**config.mk**
```make
export PLATFORM = sky130hd
export DESIGN_NAME = ts_pid_gate
export DESIGN_NICKNAME = d
export VERILOG_FILES = /design/src/rtl/ts_pid_gate.sv
export SDC_FILE = /design/constraint.sdc
export NUM_CORES = 1
export LEC_CHECK = 0
export ABC_AREA = 1
export BUFFER_PORTS_ARGS = -buffer_cell sky130_fd_sc_hd__buf_2
export CAP_MARGIN = 5
export CORE_MARGIN = 2
export CORE_UTILIZATION = 30
export CTS_BUF_LIST = sky130_fd_sc_hd__clkbuf_4
export DETAILED_ROUTE_END_ITERATION = 8
export GPL_TIMING_DRIVEN = 0
export PLACE_DENSITY = 0.53
export SLEW_MARGIN = 20
export SYNTH_ARGS = -nofsm -noshare
export SYNTH_HDL_FRONTEND = slang
export SYNTH_SLANG_ARGS = --single-unit
export TNS_END_PERCENT = 30
```
**constraint.sdc**
```tcl
create_clock -name clk -period 8.8 [get_ports clk]
set_input_delay 1.32 -clock clk [delete_from_list [all_inputs] [get_ports clk]]
set_output_delay 1.32 -clock clk [all_outputs]
set_load 0.01 [all_outputs]
```
**src/rtl/ts_pid_gate.sv**
```systemverilog
module ts_pid_gate #(
  parameter int SLOTS      = 8,
  parameter int PID_W      = 13,
  parameter int PKT_LEN    = 188,
  parameter int FIFO_DEPTH = 4,
  localparam int AW        = $clog2(SLOTS) + 2
) (
  input  logic          clk,
  input  logic          rst_n,
  input  logic          in_valid,
  input  logic          in_start,
  input  logic [7:0]    in_data,
  input  logic          reg_wr,
  input  logic [AW-1:0] reg_addr,
  input  logic [31:0]   reg_wdata,
  output logic [31:0]   reg_rdata,
  output logic          out_valid,
  output logic          out_start,
  output logic [7:0]    out_data,
  output logic          byte_order
);
  localparam int SW    = $clog2(SLOTS);
  localparam int FP_W  = $clog2(FIFO_DEPTH);
  localparam int FC_W  = FP_W + 1;
  localparam int IDX_W = $clog2(PKT_LEN);
  localparam int HI_W  = PID_W - 8;
  localparam int B_ALL = 16;
  localparam int B_EN  = 15;
  localparam int B_ORD = 14;
  localparam int B_BLK = 13;
  localparam logic [7:0] SYNC = 8'h47;

  typedef enum logic [1:0] {S_IDLE, S_HDR, S_PASS} st_t;

  logic [PID_W-1:0] sh_pid [SLOTS];
  logic [PID_W-1:0] ac_pid [SLOTS];
  logic [SLOTS-1:0] sh_en, ac_en, hit;
  logic sh_all, sh_blk, sh_ord, ac_all, ac_blk, ac_ord;

  logic [SW-1:0] wsel, rsel;
  assign wsel = reg_addr[AW-1:2];
  assign rsel = reg_addr[AW-1:2];

  always_ff @(posedge clk or negedge rst_n) begin
    if (!rst_n) begin
      for (int i = 0; i < SLOTS; i++) sh_pid[i] <= '1;
      sh_en  <= '0;
      sh_all <= 1'b0;
      sh_blk <= 1'b0;
      sh_ord <= 1'b0;
    end else if (reg_wr) begin
      sh_pid[wsel] <= reg_wdata[PID_W-1:0];
      sh_en[wsel]  <= reg_wdata[B_EN];
      if (wsel == '0) begin
        sh_all <= reg_wdata[B_ALL];
        sh_blk <= reg_wdata[B_BLK];
        sh_ord <= reg_wdata[B_ORD];
      end
    end
  end

  always_comb begin
    reg_rdata = '0;
    reg_rdata[PID_W-1:0] = sh_pid[rsel];
    reg_rdata[B_EN] = sh_en[rsel];
    if (rsel == '0) begin
      reg_rdata[B_ALL] = sh_all;
      reg_rdata[B_BLK] = sh_blk;
      reg_rdata[B_ORD] = sh_ord;
    end
  end

  wire take = in_valid && in_start;

  always_ff @(posedge clk or negedge rst_n) begin
    if (!rst_n) begin
      for (int i = 0; i < SLOTS; i++) ac_pid[i] <= '1;
      ac_en  <= '0;
      ac_all <= 1'b0;
      ac_blk <= 1'b0;
      ac_ord <= 1'b0;
    end else if (take) begin
      for (int i = 0; i < SLOTS; i++) ac_pid[i] <= sh_pid[i];
      ac_en  <= sh_en;
      ac_all <= sh_all;
      ac_blk <= sh_blk;
      ac_ord <= sh_ord;
    end
  end

  assign byte_order = ac_ord;

  logic [HI_W-1:0]  pid_hi;
  logic [PID_W-1:0] pid_now;
  assign pid_now = {pid_hi, in_data};

  for (genvar g = 0; g < SLOTS; g++) begin : g_cmp
    assign hit[g] = ac_en[g] && (ac_pid[g] == pid_now);
  end

  wire pass_now = ac_all || (!ac_blk && (|hit));

  st_t st, st_n;
  logic [IDX_W-1:0] idx, idx_n;
  logic [8:0]       mem [FIFO_DEPTH];
  logic [FP_W-1:0]  wp, rp, wp_base;
  logic [FC_W-1:0]  cnt, rel, unrel, cnt_base, cnt_n, rel_n;
  logic push, push_rel, undo, rel_all, pop;

  assign pop   = (rel != '0);
  assign unrel = cnt - rel;

  always_comb begin
    push     = 1'b0;
    push_rel = 1'b0;
    undo     = 1'b0;
    rel_all  = 1'b0;
    st_n     = st;
    idx_n    = idx;
    if (in_valid) begin
      if (in_start) begin
        undo  = 1'b1;
        idx_n = IDX_W'(1);
        if (in_data == SYNC) begin
          push = 1'b1;
          st_n = S_HDR;
        end else begin
          st_n = S_IDLE;
        end
      end else begin
        case (st)
          S_HDR: begin
            idx_n = idx + 1'b1;
            if (idx == IDX_W'(1)) begin
              push = 1'b1;
            end else if (pass_now) begin
              push    = 1'b1;
              rel_all = 1'b1;
              st_n    = S_PASS;
            end else begin
              undo = 1'b1;
              st_n = S_IDLE;
            end
          end
          S_PASS: begin
            push     = 1'b1;
            push_rel = 1'b1;
            idx_n    = idx + 1'b1;
            if (idx == IDX_W'(PKT_LEN - 1)) st_n = S_IDLE;
          end
          default: ;
        endcase
      end
    end
  end

  always_comb begin
    wp_base  = undo ? wp - FP_W'(unrel) : wp;
    cnt_base = undo ? rel : cnt;
    cnt_n    = cnt_base + FC_W'(push) - FC_W'(pop);
    rel_n    = rel_all ? cnt_n : rel + FC_W'(push_rel) - FC_W'(pop);
  end

  always_ff @(posedge clk or negedge rst_n) begin
    if (!rst_n) begin
      st     <= S_IDLE;
      idx    <= '0;
      pid_hi <= '0;
      wp     <= '0;
      rp     <= '0;
      cnt    <= '0;
      rel    <= '0;
      for (int i = 0; i < FIFO_DEPTH; i++) mem[i] <= '0;
    end else begin
      st  <= st_n;
      idx <= idx_n;
      if (in_valid && !in_start && st == S_HDR && idx == IDX_W'(1))
        pid_hi <= in_data[HI_W-1:0];
      if (push) mem[wp_base] <= {in_start, in_data};
      wp  <= wp_base + FP_W'(push);
      rp  <= rp + FP_W'(pop);
      cnt <= cnt_n;
      rel <= rel_n;
    end
  end

  assign out_valid = pop;
  assign out_start = mem[rp][8];
  assign out_data  = mem[rp][7:0];
endmodule

```
-- Yosys cells after proc, flatten, opt, wreduce, memory -nomap -nowiden
Index checks and enable logic that the tools add are counted.
- add/sub/neg operators: 9
- order comparisons: 7
- eq/ne operators: 15
- muxes and demuxes: 48
- bitwise gates (word level): 3
- reduce and logical (&&, ||, !) cells: 28
- operators by type and width (kind ; number):
    bitwise mux 104 bit ; 1
    equality test 13 bit ; 8
    binary-select mux 13 bit (select 3 bit) ; 1
    demux 13 bit (select 3 bit) ; 1
    two-way mux 13 bit ; 3
    bitwise mux 36 bit ; 1
    two-way mux 9 bit ; 3
    two-way mux 1 bit ; 21
    binary-select mux 9 bit (select 2 bit) ; 1
    demux 9 bit (select 2 bit) ; 1
    logical AND 1 bit ; 16
    two-way mux 8 bit ; 2
    two-way mux 2 bit ; 6
    adder 8 x 1 -> 8 bit (second input constant) ; 1
    bitwise mux 8 bit ; 1
    equality test 8 x 1 -> 1 bit (second input constant) ; 1
    equality test 8 x 7 -> 1 bit (second input constant) ; 1
    equality test 8 bit (second input constant) ; 1
    OR reduction 8 bit ; 1
    adder 3 x 1 -> 3 bit ; 2
    >= comparator 3 bit (second input constant) ; 2
    two-way mux 3 bit ; 2
    != test 3 bit (second input constant) ; 2
    inverter 2 -> 3 bit ; 2
    23 further kinds ; 29
- bits in registers: 291

-- Longest topological paths before layout
- depth after elaboration: 17
- depth in mapped cells: 29
- gate-level depth less buffers: 26

-- Worst setup path before layout
No wires, ideal clock.
- path kind: input port to flip-flop
- start: input port in_data[7]
- end: register rel[2]
- arrival time: 3927 ps
- setup slack: 4808 ps
- cell stages on the path: 29
- path through: buf_4 inv_2 buf_4 nand2_1 nand2_1 nor2_1 nand2_1 nor2_1 nand2_1 nand2_1 nor2_1 nand2_1 nand2_2 nand3_1 nand2_1 nand2_1 nand2_1 a21oi_1 buf_2 inv_1 ha_1 inv_1 ha_1 fa_1 inv_1 nand3_1 nand2_1 nand2_1 nand2_1
- word-level cells in the longest chain between the ends: 14
- elaborated cells between the ends (all ways): 39
- those cells by class: add/sub (2); eq/ne (9); mux (17); reduce/logical (11)
- ends and longest elaborated chain (what ; line ; source):
    start: declaration ; 12 ; input logic [7:0] in_data,
    equality test 13 bit ; 98 ; assign hit[g] = ac_en[g] && (ac_pid[g] == pid_now);
    logical AND 1 bit ; 98 ;
    OR reduction 8 bit ; 101 ; wire pass_now = ac_all || (!ac_blk && (|hit));
    logical AND 1 bit ; 101 ;
    logical OR 1 bit ; 101 ;
    two-way mux 1 bit ; 136 ; end else if (pass_now) begin
    two-way mux 1 bit ; 134 ; if (idx == IDX_W'(1)) begin
    two-way mux 1 bit ; 131 ; case (st)
    two-way mux 1 bit ; 121 ; if (in_start) begin
    two-way mux 1 bit ; 120 ; if (in_valid) begin
    two-way mux 3 bit ; 159 ; cnt_base = undo ? rel : cnt;
    adder 3 x 1 -> 3 bit (*) ; 160 ; cnt_n = cnt_base + FC_W'(push) - FC_W'(pop);
    subtractor 3 x 1 -> 3 bit (*) ; 160 ;
    net cnt_n[2] ; 107 ; logic [FC_W-1:0] cnt, rel, unrel, cnt_base, cnt_n, rel_n;
    two-way mux 3 bit (*) ; 161 ; rel_n = rel_all ? cnt_n : rel + FC_W'(push_rel) - FC_W'(pop);
    net rel_n[2] ; 107 ;
    end signal: assignment ; 183 ; rel <= rel_n;
    end: declaration ; 107 ;
Mark *: on every way through the listed nets, which the timed path passes. The rest lies on a longest branch.
A chain may end at the register's enable or synchronous reset.

-- Final worst setup path
- start: input port reg_addr[2]
- end: output port reg_rdata[5]
- word-level cells in the longest chain between the ends: 4
- ends and longest elaborated chain (what ; line ; source):
    start: declaration ; 14 ; input logic [AW-1:0] reg_addr,
    inverter 3 -> 4 bit (implied by the code) ; 64 ; reg_rdata[PID_W-1:0] = sh_pid[rsel];
    binary-select mux 13 bit (select 3 bit) ; 64 ;
    two-way mux 13 bit (implied by the code) (2 in a row) ; 64 ;
    end: declaration ; 16 ; output logic [31:0] reg_rdata,
No other way between the ends. The select of a mux whose other input is x is not followed.

==> flow_summary.ini <==
[finish]
fin_nets = 2115
fillers = 5232
layout_common_cells = nand2_1, o21ai_0, dfstp_2
final_util_pct = 35.0
drive_gt1_share_pct = 22.4
area_growth_pct = 15.9
final_common_cell = nand2_1
multiInputGateArea_um2 = 5900
final_cells = 2745
regArea_um2 = 7540

[worst_setup_path]
cp_top_family = buffers and inverters
slowest_delay_ns = 0.43
critical-path-slowest-cell = clkinv_1
endpoint_kind = output port
required_ns = 7.48
worstPathArrival_ns = 3.72
critical_path_class = primary input to output port
setup.worst_path.start_class = primary input
crit_buf_inv = 4
cp_common_cell = clkinv_1
crit_fanout = 9
worstPathCellList = clkbuf_1 -> clkinv_1 -> nor2_1 -> clkinv_1 -> o22ai_1 -> a21oi_1 -> nand3_1 -> buf_2

[status]
status = finished clean

[synthesis]
synth_area_per_cell_um2 = 7.76
synth_area_um2 = 14700
synthArstFlopShare_pct = 100
netlist_instances = 1893
ys_dominant_reg_cell = dfstp_2
synth_enable_flop_cells = 0
synth_top_area_share_pct = 37.2
ys_seq_elements = 291
yosys.area.top_type = dfstp_2
synth-seq-area-share_pct = 51.4
yosysUniqueCellTypes = 38
synthTopCellsByArea = dfstp_2, nand2_1, dfrtp_1
yosysWarnings = 0

[timing]
fmax_mhz = 198
setup_viol = 0
slew_viol_final = 0
rsz0062_at_grt = no
worst_clock_skew_ns = 0.0676
min_period_ns = 5.04
tns_ns = 0
slew_headroom_pct = 51.9
finalWorstSetupSlack_ns = 3.76
hold_violations = 0
fin_crit_sh_pct = 57.3
worst_slew_pin_slew_ns = 0.719

[pwr]
power_uw = 4550
powerDensity_nw_per_um2 = 268
leakage_uw = 0.00800
vdd_ir_drop_max_mv = 0.112

[hold_path]
hp-class = flop to flop

[detailed_routing]
dr_total_vias = 13300
drtPass1Iterations = 5
first_iter_violations = 1234
via_per_inst = 4.84
wirelength_um = 52200
detail_route.wl_per_cell_um = 19.0
antenna_left = 0
drc = 0

[clock_network]
post_cts_buffers = 0
numCtsBuffers = 83
h-tree-depth = 3
ctsResizeCount = 0
clkTransAtPathRegs_ns = 0.07
cts_tree = yes
cts-root-buf = clkbuf_4
clkLatencyLatePin_ns = 0.84
clock_sinks = 291
clock_path_buffers = 3
ctsHoldBuffers = 0

[placement]
hpwlAfterDp_um = 38800
io_buffers = 56
place_congestion = 0.981
placedCellCount = 2588
post-place-ws_ns = 3.76

[die]
die_w_um = 225
initial_core_util_pct = 30.2
rows = 81
die_area_um2 = 50700
core_um2 = 48600
io_pins = 93
die_h_um = 225

[grt]
grt_pass1_wl_um = 79600
overflow = 0
grt_max_degree = 86
track_usage_pct = 21.1
grt_pass1_vias = 13000
antenna_found_initial = 2

[flow_run]
drv_cap = 0
## metal layers
metal / up-vias / wire length [um] / track usage (%)
li1: 6380 / - / -
met1: 6378 / 24200 / 28.8
met2: 417 / 23600 / 33.2
met3: 101 / 2880 / 4.22
met4: 0 / 1490 / 7.41
met5: - / 0 / 0
## registers in the layout, summed over array words and instances (netlist names)
name        count
ac_pid        104
sh_pid        104
mem            36
ac_en           8
idx             8
sh_en           8
pid_hi          5
cnt             3
rel             3
rp              2
st              2
wp              2
ac_all          1
ac_blk          1
byte_order      1
sh_all          1
sh_blk          1
sh_ord          1
## cells by family (layout without fill, tap and decap cells)
logic type | Yosys count | in the layout | synth area share [%]
DFF | 291 | 291 | 51.4
xor gates and xnor gates | 13 | 13 | 0.776
muxes | 1 | 1 | 0.0682
adders and majority gates | 14 | 14 | 1.30
AOI/OAI and AO/OA | 385 | 385 | 13.5
buffers and inverters | 306 | 517 | 8.77
other | 1 | 20 | 0.0255
and+or+nand+nor | 882 | 882 | 24.2
## cells in the mapped netlist, drive strengths merged, types with 2 or more instances
| cell | instances |
|---|---|
| nand2 | 678 |
| o21ai | 300 |
| dfstp | 208 |
| inv | 201 |
| nor2 | 121 |
| dfrtp | 83 |
| a21oi | 59 |
| clkbuf | 57 |
| nand4 | 49 |
| buf | 46 |
| nand3 | 21 |
| o22ai | 17 |
| ha | 12 |
| xnor2 | 7 |
| o211ai | 6 |
| xor2 | 6 |
| nor3 | 4 |
| nor4 | 3 |
| or2 | 3 |
| clkinv | 2 |
| fa | 2 |
| nand3b | 2 |
## final cells by class
class | count | share of cell area (%)
inverter | 203 | 4.48
antenna | 5 | 0.0735
multi-input combinational | 1310 | 34.7
clock buffer | 133 | 5.87
sequential | 291 | 44.3
clock inverter | 19 | 0.713
timing repair buffer | 59 | 2.19
buffer | 103 | 3.09
tap | 622 | 4.57
## worst reg2reg max path: cells and delay by family (launching register included)
family          cells  cell delay, ns
simple gates       18            1.43
buf+inv             6            0.96
fa+ha+maj           3            0.85
flops               1            0.32
compound gates      1            0.16
## metrics by stage
stage | area, um2 | hold slack (ns)
final | 17000 | 0.444
after detailed placement | 15900 | 0.461
after floorplan | 14700 | 0.444
after global routing | 17000 | 0.474
after CTS | 17000 | 0.430
after global placement | 15800 | 0.458
## path summary, 6_finish.rpt
path	endpoint	start	slack, ns	depth (start not counted)
min in group asynchronous	sh_en[6]	rst_n	0.54	1
max	reg_rdata[5]	reg_addr[2]	3.76	8
max in group asynchronous	ac_pid[39]	rst_n	7.04	3
min reg2reg	ac_pid[77]	sh_pid[77]	0.44	2
min	ac_pid[77]	sh_pid[77]	0.44	2
max reg2reg	rel[2]	pid_hi[0]	5.02	28
## where the power goes
part	internal [uW]	total, uW	switching (uW)
Combinational	417	1200	781
Sequential	1780	2020	238
Clock	716	1340	624
Total	2910	4550	1640
Note: power is estimated with default switching activity, not from simulation.
